$ cat config.mk
export PLATFORM = sky130hd
export DESIGN_NAME = sbc_unit
export DESIGN_NICKNAME = d
export VERILOG_FILES = /design/src/rtl/sbc_pkg.sv /design/src/rtl/sbc_bin_chain.sv /design/src/rtl/sbc_dec_adjust.sv /design/src/rtl/sbc_flag_gen.sv /design/src/rtl/sbc_unit.sv
export SDC_FILE = /design/constraint.sdc
export NUM_CORES = 1
export LEC_CHECK = 0
export BUFFER_PORTS_ARGS = -buffer_cell sky130_fd_sc_hd__buf_2
export CAP_MARGIN = 20
export CORE_ASPECT_RATIO = 0.9
export CORE_UTILIZATION = 48
export CTS_CLUSTER_DIAMETER = 200
export DETAILED_ROUTE_END_ITERATION = 12
export PLACE_DENSITY = 0.78
export SKIP_CTS_REPAIR_TIMING = 1
export SLEW_MARGIN = 40
export SYNTH_ARGS = -nofsm -noshare
export SYNTH_HDL_FRONTEND = slang
export SYNTH_SLANG_ARGS = --single-unit
$ cat constraint.sdc
create_clock -name clk -period 0.8 [get_ports clk]
set_input_delay 0.04 -clock clk [delete_from_list [all_inputs] [get_ports clk]]
set_output_delay 0.04 -clock clk [all_outputs]
set_load 0.05 [all_outputs]
$ cat src/rtl/sbc_pkg.sv
package sbc_pkg;

  typedef struct packed {
    logic carry;
    logic zero;
    logic neg;
    logic ovf;
  } sbc_flags_t;

  // one nibble of a + ~m + c : returns {carry, sum}
  function automatic logic [4:0] nib_sub(input logic [3:0] a, input logic [3:0] m,
                                         input logic c);
    return {1'b0, a} + {1'b0, ~m} + {4'b0000, c};
  endfunction

  // BCD digit correction: take 6 away from a digit that borrowed
  function automatic logic [3:0] digit_fix(input logic [3:0] d, input logic borrowed);
    return borrowed ? (d - 4'd6) : d;
  endfunction

endpackage

$ cat src/rtl/sbc_bin_chain.sv
module sbc_bin_chain #(
  parameter int NIBBLES = 2,
  localparam int W = 4 * NIBBLES
) (
  input  logic [W-1:0]     a,
  input  logic [W-1:0]     m,
  input  logic             cin,
  output logic [W-1:0]     d,
  output logic [NIBBLES:0] nib_carry
);
  import sbc_pkg::*;

  assign nib_carry[0] = cin;

  for (genvar i = 0; i < NIBBLES; i++) begin : g_nib
    logic [4:0] s;
    assign s              = nib_sub(a[4*i +: 4], m[4*i +: 4], nib_carry[i]);
    assign d[4*i +: 4]    = s[3:0];
    assign nib_carry[i+1] = s[4];
  end
endmodule

$ cat src/rtl/sbc_dec_adjust.sv
module sbc_dec_adjust #(
  parameter int NIBBLES = 2,
  localparam int W = 4 * NIBBLES
) (
  input  logic [W-1:0]     bin_d,
  input  logic [NIBBLES:0] nib_carry,
  output logic [W-1:0]     dec_d
);
  import sbc_pkg::*;

  for (genvar i = 0; i < NIBBLES; i++) begin : g_fix
    assign dec_d[4*i +: 4] = digit_fix(bin_d[4*i +: 4], ~nib_carry[i+1]);
  end
endmodule

$ cat src/rtl/sbc_flag_gen.sv
module sbc_flag_gen #(
  parameter int W = 8
) (
  input  logic                a,
  input  logic                m,
  input  logic [W-1:0]        r,
  input  logic                carry,
  output sbc_pkg::sbc_flags_t flags
);
  // a, m: sign bits of the operands; r: binary result
  always_comb begin
    flags.carry = carry;
    flags.zero  = ~|r;
    flags.neg   = r[W-1];
    flags.ovf   = (a ^ m) & (a ^ r[W-1]);
  end
endmodule

$ cat src/rtl/sbc_unit.sv
module sbc_unit #(
  parameter int NIBBLES = 2,
  localparam int W = 4 * NIBBLES
) (
  input  logic         clk,
  input  logic         rst_n,
  input  logic         en,
  input  logic         dec_mode,
  input  logic         carry_in,
  input  logic [W-1:0] acc,
  input  logic [W-1:0] opnd,
  output logic [W-1:0] diff,
  output logic         carry_out,
  output logic         zero,
  output logic         negative,
  output logic         overflow
);
  import sbc_pkg::*;

  logic [W-1:0]     bin_diff;
  logic [W-1:0]     dec_diff;
  logic [NIBBLES:0] nib_carry;
  logic             bin_carry;
  sbc_flags_t       nx_flags;
  logic [W-1:0]     nx_diff;

  sbc_bin_chain #(.NIBBLES(NIBBLES)) i_chain (
    .a(acc), .m(opnd), .cin(carry_in), .d(bin_diff), .nib_carry(nib_carry)
  );

  sbc_dec_adjust #(.NIBBLES(NIBBLES)) i_adj (
    .bin_d(bin_diff), .nib_carry(nib_carry), .dec_d(dec_diff)
  );

  assign bin_carry = nib_carry[NIBBLES];

  sbc_flag_gen #(.W(W)) i_flags (
    .a(acc[W-1]), .m(opnd[W-1]), .r(bin_diff), .carry(bin_carry), .flags(nx_flags)
  );

  assign nx_diff = dec_mode ? dec_diff : bin_diff;

  always_ff @(posedge clk or negedge rst_n) begin
    if (!rst_n) begin
      diff      <= '0;
      carry_out <= 1'b0;
      zero      <= 1'b0;
      negative  <= 1'b0;
      overflow  <= 1'b0;
    end else if (en) begin
      diff      <= nx_diff;
      carry_out <= nx_flags.carry;
      zero      <= nx_flags.zero;
      negative  <= nx_flags.neg;
      overflow  <= nx_flags.ovf;
    end
  end
endmodule

==> results of run 1 <==
[synthesized netlist by cell type]
master | number | area share
nor2_1 | 4 | 0.017
o311ai_0 | 1 | 0.0099
o21ai_0 | 2 | 0.011
a21oi_2 | 1 | 0.0099
clkbuf_1 | 2 | 0.0085
a31oi_1 | 1 | 0.0071
fa_1 | 4 | 0.090
o2111ai_1 | 2 | 0.020
o31ai_1 | 2 | 0.017
inv_1 | 13 | 0.055
nand2_1 | 6 | 0.025
nor4_1 | 1 | 0.0071
nand3_1 | 4 | 0.023
a21o_1 | 4 | 0.034
nand2b_1 | 1 | 0.0071
and2_1 | 1 | 0.0071
buf_2 | 1 | 0.0056
and3_1 | 3 | 0.021
dfrtp_1 | 12 | 0.34
o311ai_2 | 1 | 0.018
xnor2_1 | 2 | 0.020
ha_1 | 8 | 0.11
o2bb2ai_1 | 1 | 0.0099
a21oi_1 | 7 | 0.040
o22ai_1 | 1 | 0.0071
mux2i_1 | 2 | 0.023
mux2_2 | 2 | 0.025
xor2_1 | 3 | 0.030
[cells by family (layout without fill, tap and decap cells)]
logic type	Yosys count	after routing	share of synthesized area
compound gates	23	23	0.1836
xor+xnor	5	5	0.04944
fa+ha+maj	12	12	0.2034
buf+inv	16	77	0.06921
flops	12	12	0.3390
mux	4	4	0.04802
simple gates	20	20	0.1074
[worst reg2reg max path, delay by kind of cell, from the launching register on]
kind,cells,cell delay [ps]
buf+inv,1,140
simple gates,1,110
compound gates,1,130
flops,1,400
[final cells by class]
cell class              count  area, um2  share of cell area
multi-input cells          64      613.1              0.4090
inverters                  13      48.80             0.03255
flip-flops and latches     12      301.5              0.2012
well taps                  24      30.03             0.02003
clock buffers               4      36.28             0.02421
repair buffers             60      469.2              0.3130
[flip-flops by register name (all words and copies together) (netlist names)]
signal and cells:
diff 8, carry_out 1, zero 1, overflow 1
negative 1
[path summary, 6_finish.rpt]
check / end / slack (ps)
min in group clk: diff[5]$_DFFE_PN0P_ / 160
max in group asynchronous: diff[0]$_DFFE_PN0P_ / 410
min reg2reg: diff[0]$_DFFE_PN0P_ / 540
max: diff[7]$_DFFE_PN0P_ / -1930
max reg2reg: diff[7]$_DFFE_PN0P_ / -120
min: diff[2]$_DFFE_PN0P_ / 160
[power by group]
part	leakage, nW	switching [mW]	internal (mW)	total (mW)
clock	0.0210	0.231	0.277	0.507
sequential	0.144	0.101	0.726	0.828
combinational	0.593	0.999	0.784	1.78
total	0.757	1.33	1.79	3.12
[metal layers]
layer	wire length, um	GRT usage	up-vias
li1	-	-	439
met5	0	0	-
met1	1087	0.2681	483
met2	1521	0.4301	79
met3	223	0.04255	23
met4	191	0.1029	0
[through the flow]
stage                     instance area [um2]  setup slack [ps]  hold slack, ps  TNS [ps]
after CTS                                1272             -1933          -362.0    -16950
final                                    1499             -1933           158.3    -16010
after detailed placement                 1236             -2212          -70.95    -18670
after global placement                   1236             -2107          -72.69    -17920
after global routing                     1499             -2010           155.4    -16700
after floorplan                         908.4             -1962          -255.6    -15310
==> results.toml, run 1 <==
[timing]
post-route-period-util = 3.417
rsz0062_at_grt = "true"
worst_pin_slew_ps = 411.6
final_max_slew_viol_count = 0
fmax_mhz = 365.8
final_hold_viol_count = 0
setup_viol = 23
period_needed_ps = 2733
finalClockSkew_ps = 0
setup_ws_ps = -1933
slew_headroom = 0.7256

[detailed_routing]
viasPerCell = 5.785
dr.pass1.iters = 4
drcViolationCount = 0
ant_nets = 0
drt_iter0_markers = 23
vias = 1024
avgRoutedWirePerCell_um = 17.08
finalWirelength_um = 3024

[setup_path]
cp_slowest_cell = "fa_2"
crit_buf_inv = 2
path_cells = "buf_6 -> fa_2 -> fa_2 -> a21o_1 -> a21o_1 -> fa_2 -> fa_2 -> ha_1 -> inv_1 -> a21o_1 -> o311ai_2"
path_delay_family = "adder cells"
critPathRequiredTime_ps = 960
startpoint = "carry_in"
endpoint_kind = "flip-flop"
crit_path_max_incr_delay_ps = 570
startpoint_type = "input pin"
cpMostUsedCell = "fa_2"
rr_worst_depth = 3
reg2reg_from = "diff[7]$_DFFE_PN0P_"
cp_max_fo = 2
critPathKind = "input pin to flip-flop"
cp_num_cells = 11
worstPathArrival_ps = 2890

[global_route]
first_global_vias = 832
grt_max_degree = 13
grt.total_usage = 0.2419
antenna_found_initial = 0
overflow = 0
grt_pass1_wl_um = 3374

[run_status]
outcome = "finished with violations"
violations = "setup timing"

[worst_hold_path]
hold_path_class = "input pin to asynchronous set/reset pin"

[cells_and_area]
fin_cells = 177
num-nets-final = 187
diodes = 0
area_growth_pct = 69.21
final_common_cell = "buf_4"
final_cell_mix = "23 x buf_4, 19 x buf_2, 17 x buf_6"
fill_cells = 85
postLayoutCoreUtil = 0.8822
drive_gt1_frac = 0.5359

[yosys]
netlist-cell-type-count = 28
synth_nets = 125
mappedNetlistArea_um2 = 885.9
postSynthCellCount = 92
ys_seq_elements = 12
ys_seq_area_frac = 0.3390
yosys_warnings = 0
syn_area_per_cell_um2 = 9.629

[pwr]
p_total_mw = 3.117
peakVddDrop_uv = 1122
p_per_area_nw_per_um2 = 2080
p_leak_nw = 0.7574

[cts]
clockBufferDepth = 2
clkSinkCount = 12
ctsHtreeMaxLevel = 1
clkLatencyLatePin_ps = 270
cts_root_buffer = "clkbuf_4"
cts_buffers = 3
path_clk_slew_ps = 90
cts_tree = "done"

[floorplan]
ios = 33
die_area_um2 = 2022
floorplan.initialDensity = 0.5214
rows = 14
core_um2 = 1699
die_y_um = 42.76
dieWidth_um = 47.29

[placed_design]
hpwlAfterDp_um = 1786
dpl.cell_count = 165
routabilityCongestion = 0.7641
io_buffers = 32

[flow_run]
cap_violations = 0
Note: power is estimated with default switching activity, not from simulation.
==> run 2: changes to the inputs <==
--- a/config.mk
+++ b/config.mk
@@ -8,12 +8,13 @@
 export BUFFER_PORTS_ARGS = -buffer_cell sky130_fd_sc_hd__buf_2
 export CAP_MARGIN = 20
 export CORE_ASPECT_RATIO = 0.9
-export CORE_UTILIZATION = 48
+export CORE_UTILIZATION = 50
 export CTS_CLUSTER_DIAMETER = 200
 export DETAILED_ROUTE_END_ITERATION = 12
-export PLACE_DENSITY = 0.78
+export PLACE_DENSITY = 0.79
 export SKIP_CTS_REPAIR_TIMING = 1
 export SLEW_MARGIN = 40
 export SYNTH_ARGS = -nofsm -noshare
 export SYNTH_HDL_FRONTEND = slang
+export SYNTH_HIERARCHICAL = 1
 export SYNTH_SLANG_ARGS = --single-unit
==> run 2 against run 1 <==
Against the previous run: critical path depth up 4; cell area up 9.3%; cell count up 6.2%; largest power group unchanged; synthesized cell count up 12%; the run still ends with setup timing left.
==> results.toml, run 2 <==
[detailed_routing]
viasPerCell = 5.005
dr.pass1.iters = 4
ant_nets = 0
vias = 941
avgRoutedWirePerCell_um = 14.88
drcViolationCount = 0
drt_iter0_markers = 20
finalWirelength_um = 2797

[run_status]
outcome = "finished with violations"
violations = "setup timing"

[setup_path]
endpoint_kind = "flip-flop"
rr_worst_depth = 3
reg2reg_from = "diff[5]$_DFFE_PN0P_"
regToRegSetupSlack_ps = -90
reg2reg_to = "diff[5]$_DFFE_PN0P_"
cp_max_fo = 3
startpoint_type = "input pin"
critPathRequiredTime_ps = 960
worstPathArrival_ps = 2850
critPathKind = "input pin to flip-flop"

[cts]
cts_tree = "done"
clkSinkCount = 12
path_clk_slew_ps = 80
clkLatencyLatePin_ps = 290
clockBufferDepth = 2
ctsHtreeMaxLevel = 1
cts_buffers = 3
cts_root_buffer = "clkbuf_4"

[pwr]
p_comb_frac = 0.612
p_total_mw = 3.431
p_sw_mw = 1.427
seqPwrFrac = 0.244
power.internal_mw = 2.004
switching_share = 0.4160
p_per_area_nw_per_um2 = 2093
p_leak_nw = 0.8524
clkPwrFrac = 0.144
peakVddDrop_uv = 1450

[cells_and_area]
largest_register = "diff"
final_common_cell = "buf_4"
ff_latch_area_um2 = 300.3
final_cell_mix = "25 x buf_4, 18 x buf_6, 18 x buf_2"
area_growth_pct = 60.93
diodes = 0
multi_input_area_um2 = 700.7
num-nets-final = 197
largest_register_ff_count = 8
fin_area_um2 = 1639
drive_gt1_frac = 0.5767
fill_cells = 102

[floorplan]
die_area_um2 = 2222
ios = 33
core_um2 = 1914
dieWidth_um = 49.58
floorplan.initialDensity = 0.5320
rows = 15
die_y_um = 44.82

[global_route]
antenna_found_initial = 0
grt_pass1_wl_um = 3360
grt.total_usage = 0.2030
overflow = 0
grt_max_degree = 13
first_global_vias = 879

[timing]
setup_ws_ps = -1888
rsz0062_at_grt = "true"
period_needed_ps = 2688
setup_viol = 24
finalClockSkew_ps = 0
worst_pin_slew_ps = 278.2
post-route-period-util = 3.360
fmax_mhz = 372.0
whs_ps = 143.9
final_hold_viol_count = 0
final_max_slew_viol_count = 0
slew_headroom = 0.8145

[yosys]
syn_area_per_cell_um2 = 9.888
yosys_warnings = 6
postSynthCellCount = 103
mappedNetlistArea_um2 = 1018
synth_nets = 136

[placed_design]
routabilityCongestion = 0.7318
io_buffers = 32
hpwlAfterDp_um = 1733
place_area_um2 = 1376
dpl_worst_slack_ps = -2276

[worst_hold_path]
hold_path_class = "input pin to asynchronous set/reset pin"

[flow_run]
cap_violations = 0
==> run 2: how the worst max path moves through the flow <==
| stage | from | to | cells after the start |
|---|---|---|---|
| 6_report | opnd[0] | diff[6]$_DFFE_PN0P_ | 15 |
| 5_1_grt | opnd[0] | diff[7]$_DFFE_PN0P_ | 18 |
| 4_1_cts | opnd[0] | diff[6]$_DFFE_PN0P_ | 15 |
| 3_5_place_dp | opnd[0] | diff[6]$_DFFE_PN0P_ | 15 |
| 3_3_place_gp | opnd[0] | diff[6]$_DFFE_PN0P_ | 15 |
| 2_1_floorplan | opnd[0] | diff[6]$_DFFE_PN0P_ | 14 |
==> run 2: power groups by stage <==
| stage | Sequential (mW) | Clock [mW] | Combinational [mW] |
|---|---|---|---|
| 2_1_floorplan | 1.27 | 0 | 0.773 |
| 3_3_place_gp | 0.803 | 0 | 1.61 |
| 3_5_place_dp | 0.808 | 0 | 1.67 |
| 4_1_cts | 0.799 | 0.512 | 1.67 |
| 5_1_grt | 0.849 | 0.517 | 2.21 |
| 6_report | 0.837 | 0.493 | 2.10 |
==> run 2: metal layers <==
metal | wire length, um | track usage
met1 | 1022 | 0.2038
met2 | 1574 | 0.4189
met3 | 155 | 0.02020
met4 | 44 | 0.1029
met5 | 0 | 0
==> run 2: area by class of cell <==
cell class / count / share of cell area
sequential: 12 / 0.1832
tap: 25 / 0.01908
inverter: 14 / 0.03969
timing repair buffer: 63 / 0.3084
multi-input combinational: 70 / 0.4275
clock buffer: 4 / 0.02214
==> run 2: critical path, stage by stage <==
cell and delay (ps):
buf_8 100, clkinv_8 30, fa_2 190, inv_2 40, fa_2 340, nor2b_2 150
o21ai_2 70, nor2b_4 130, fa_2 350, fa_2 410, xnor2_4 240, ha_4 230
mux2_4 270, mux2i_1 160, a21oi_1 100
==> run 2: per-stage QoR <==
stage / instances / setup TNS [ps] / utilization
4_1_cts: 178 / -17430 / 0.7379
5_1_grt: 188 / -17450 / 0.8562
3_3_place_gp: 174 / -18270 / 0.7190
6_report: 188 / -16360 / 0.8562
2_1_floorplan: 103 / -15520 / -
3_5_place_dp: 174 / -19320 / 0.7190
==> run 3: changes to the inputs <==
--- a/config.mk
+++ b/config.mk
@@ -8,13 +8,14 @@
 export BUFFER_PORTS_ARGS = -buffer_cell sky130_fd_sc_hd__buf_2
 export CAP_MARGIN = 20
 export CORE_ASPECT_RATIO = 0.9
-export CORE_UTILIZATION = 50
+export CORE_UTILIZATION = 54
 export CTS_CLUSTER_DIAMETER = 200
 export DETAILED_ROUTE_END_ITERATION = 12
-export PLACE_DENSITY = 0.79
+export PLACE_DENSITY = 0.84
 export SKIP_CTS_REPAIR_TIMING = 1
 export SLEW_MARGIN = 40
 export SYNTH_ARGS = -nofsm -noshare
 export SYNTH_HDL_FRONTEND = slang
 export SYNTH_HIERARCHICAL = 1
 export SYNTH_SLANG_ARGS = --single-unit
+export TNS_END_PERCENT = 5
==> constraint.sdc (replaced) <==
create_clock -name clk -period 3.3 [get_ports clk]
set_input_delay 0.165 -clock clk [delete_from_list [all_inputs] [get_ports clk]]
set_output_delay 0.165 -clock clk [all_outputs]
set_load 0.05 [all_outputs]
==> run 3 against run 2 <==
Against the previous run: the flow now finishes without violations; non-clock buffer count down 29; setup slack better by 2100 ps; combinational power down 84%; clock skew unchanged; critical path type unchanged; critical endpoint is now zero$_DFFE_PN0P_; largest cell class unchanged; largest power group unchanged; highest routed layer unchanged.
==> results.toml, run 3 (synthesis gave the netlist of run 2 again) <==
[run_status]
outcome = "finished clean"

[setup_path]
cp_slowest_cell = "or4_1"
endpoint_kind = "flip-flop"
critPathKind = "input pin to flip-flop"
cp_max_fo = 3
cpMostUsedCell = "fa_1"
startpoint_type = "input pin"
crit_path_max_incr_delay_ps = 500
crit_buf_inv = 4
critPathRequiredTime_ps = 3510
worstPathArrival_ps = 3300
path_delay_family = "adder cells"
path_cells = "buf_2 -> inv_1 -> fa_1 -> inv_1 -> fa_1 -> nor2b_1 -> o21ai_2 -> nor2b_1 -> fa_1 -> fa_1 -> xnor2_1 -> buf_4 -> or4_1 -> nor2_1 -> mux2_4"

[cells_and_area]
final_common_cell = "buf_2"
drive_gt1_frac = 0.3358
largest_register = "diff"
diodes = 0
largest_register_ff_count = 8
num-nets-final = 168
area_growth_pct = 18.31
final_cell_mix = "32 x buf_2, 14 x inv_1, 12 x dfrtp_1"
fin_area_um2 = 1205
fill_cells = 151
postLayoutCoreUtil = 0.7019
fin_cells = 158

[placed_design]
dpl_worst_slack_ps = -71.71
place_area_um2 = 1159
hpwlAfterDp_um = 1436
routabilityCongestion = 0.7506
io_buffers = 32
dpl.cell_count = 153

[floorplan]
die_y_um = 43.20
die_area_um2 = 2064
dieWidth_um = 47.78
rows = 14
ios = 33
floorplan.initialDensity = 0.5933
core_um2 = 1717

[timing]
finalClockSkew_ps = 0
final_hold_viol_count = 0
rsz0062_at_grt = "false"
slew_headroom = 0.6698
final_max_slew_viol_count = 0
setup_ws_ps = 203.6
worst_pin_slew_ps = 493.7
post-route-period-util = 0.9383
setup_viol = 0
finalSetupTns_ps = 0
whs_ps = 296.9
fmax_mhz = 323.0
period_needed_ps = 3096

[pwr]
p_per_area_nw_per_um2 = 534.4
peakVddDrop_uv = 312.8
p_leak_nw = 0.6501
p_total_mw = 0.6439

[detailed_routing]
avgRoutedWirePerCell_um = 10.56
drcViolationCount = 0
drt_iter0_markers = 8
finalWirelength_um = 1669
ant_nets = 0
dr.pass1.iters = 4
vias = 765
viasPerCell = 4.842

[cts]
cts_tree = "done"
ctsHtreeMaxLevel = 1
clkSinkCount = 12
clockBufferDepth = 2
cts_buffers = 3
path_clk_slew_ps = 80
clkLatencyLatePin_ps = 260
cts_root_buffer = "clkbuf_4"

[global_route]
grt_max_degree = 21
antenna_found_initial = 0
grt_pass1_wl_um = 2691
grt.total_usage = 0.1857
overflow = 0
first_global_vias = 654

[flow_run]
cap_violations = 0

[worst_hold_path]
hold_path_class = "input pin to asynchronous set/reset pin"
[run 3: changes by cell type in the layout (fill, tap and decap cells not counted), moves of 5 or more]
cell,delta
buf_4,-24
buf_6,-18
buf_2,+14
inv_1,+5
[run 3: where the power goes]
| group | total (mW) | internal [mW] | switching (mW) |
|---|---|---|---|
| Combinational | 0.336 | 0.119 | 0.217 |
| Sequential | 0.193 | 0.178 | 0.0155 |
| Clock | 0.114 | 0.0669 | 0.0472 |
| Total | 0.644 | 0.364 | 0.280 |
[run 3: per-layer routing]
metal	global-route usage	wire length, um	vias up
met4	0.05000	7	0
met2	0.3189	851	24
met3	0.03830	80	2
met5	0	0	-
li1	-	-	398
met1	0.2267	730	341
[run 3: final timing paths]
kind                                       from              endpoint  slack [ps]  depth (start not counted)
max                                     opnd[0]      zero$_DFFE_PN0P_         200                         15
min                                       rst_n   diff[2]$_DFFE_PN0P_         300                          2
max reg2reg                negative$_DFFE_PN0P_  negative$_DFFE_PN0P_        2510                          1
min reg2reg                overflow$_DFFE_PN0P_  overflow$_DFFE_PN0P_         510                          1
max in group asynchronous                 rst_n  negative$_DFFE_PN0P_        2800                          2
min in group clk                             en   diff[1]$_DFFE_PN0P_         320                          2
[run 3: final cells by class]
cell class / instances / area [um2] / share of cell area
Clock buffer: 4 / 36.28 / 0.03011
Inverter: 14 / 52.55 / 0.04361
Multi-Input combinational cell: 70 / 608.1 / 0.5047
Sequential cell: 12 / 300.3 / 0.2492
Tap cell: 24 / 30.03 / 0.02492
Timing Repair Buffer: 34 / 177.7 / 0.1475
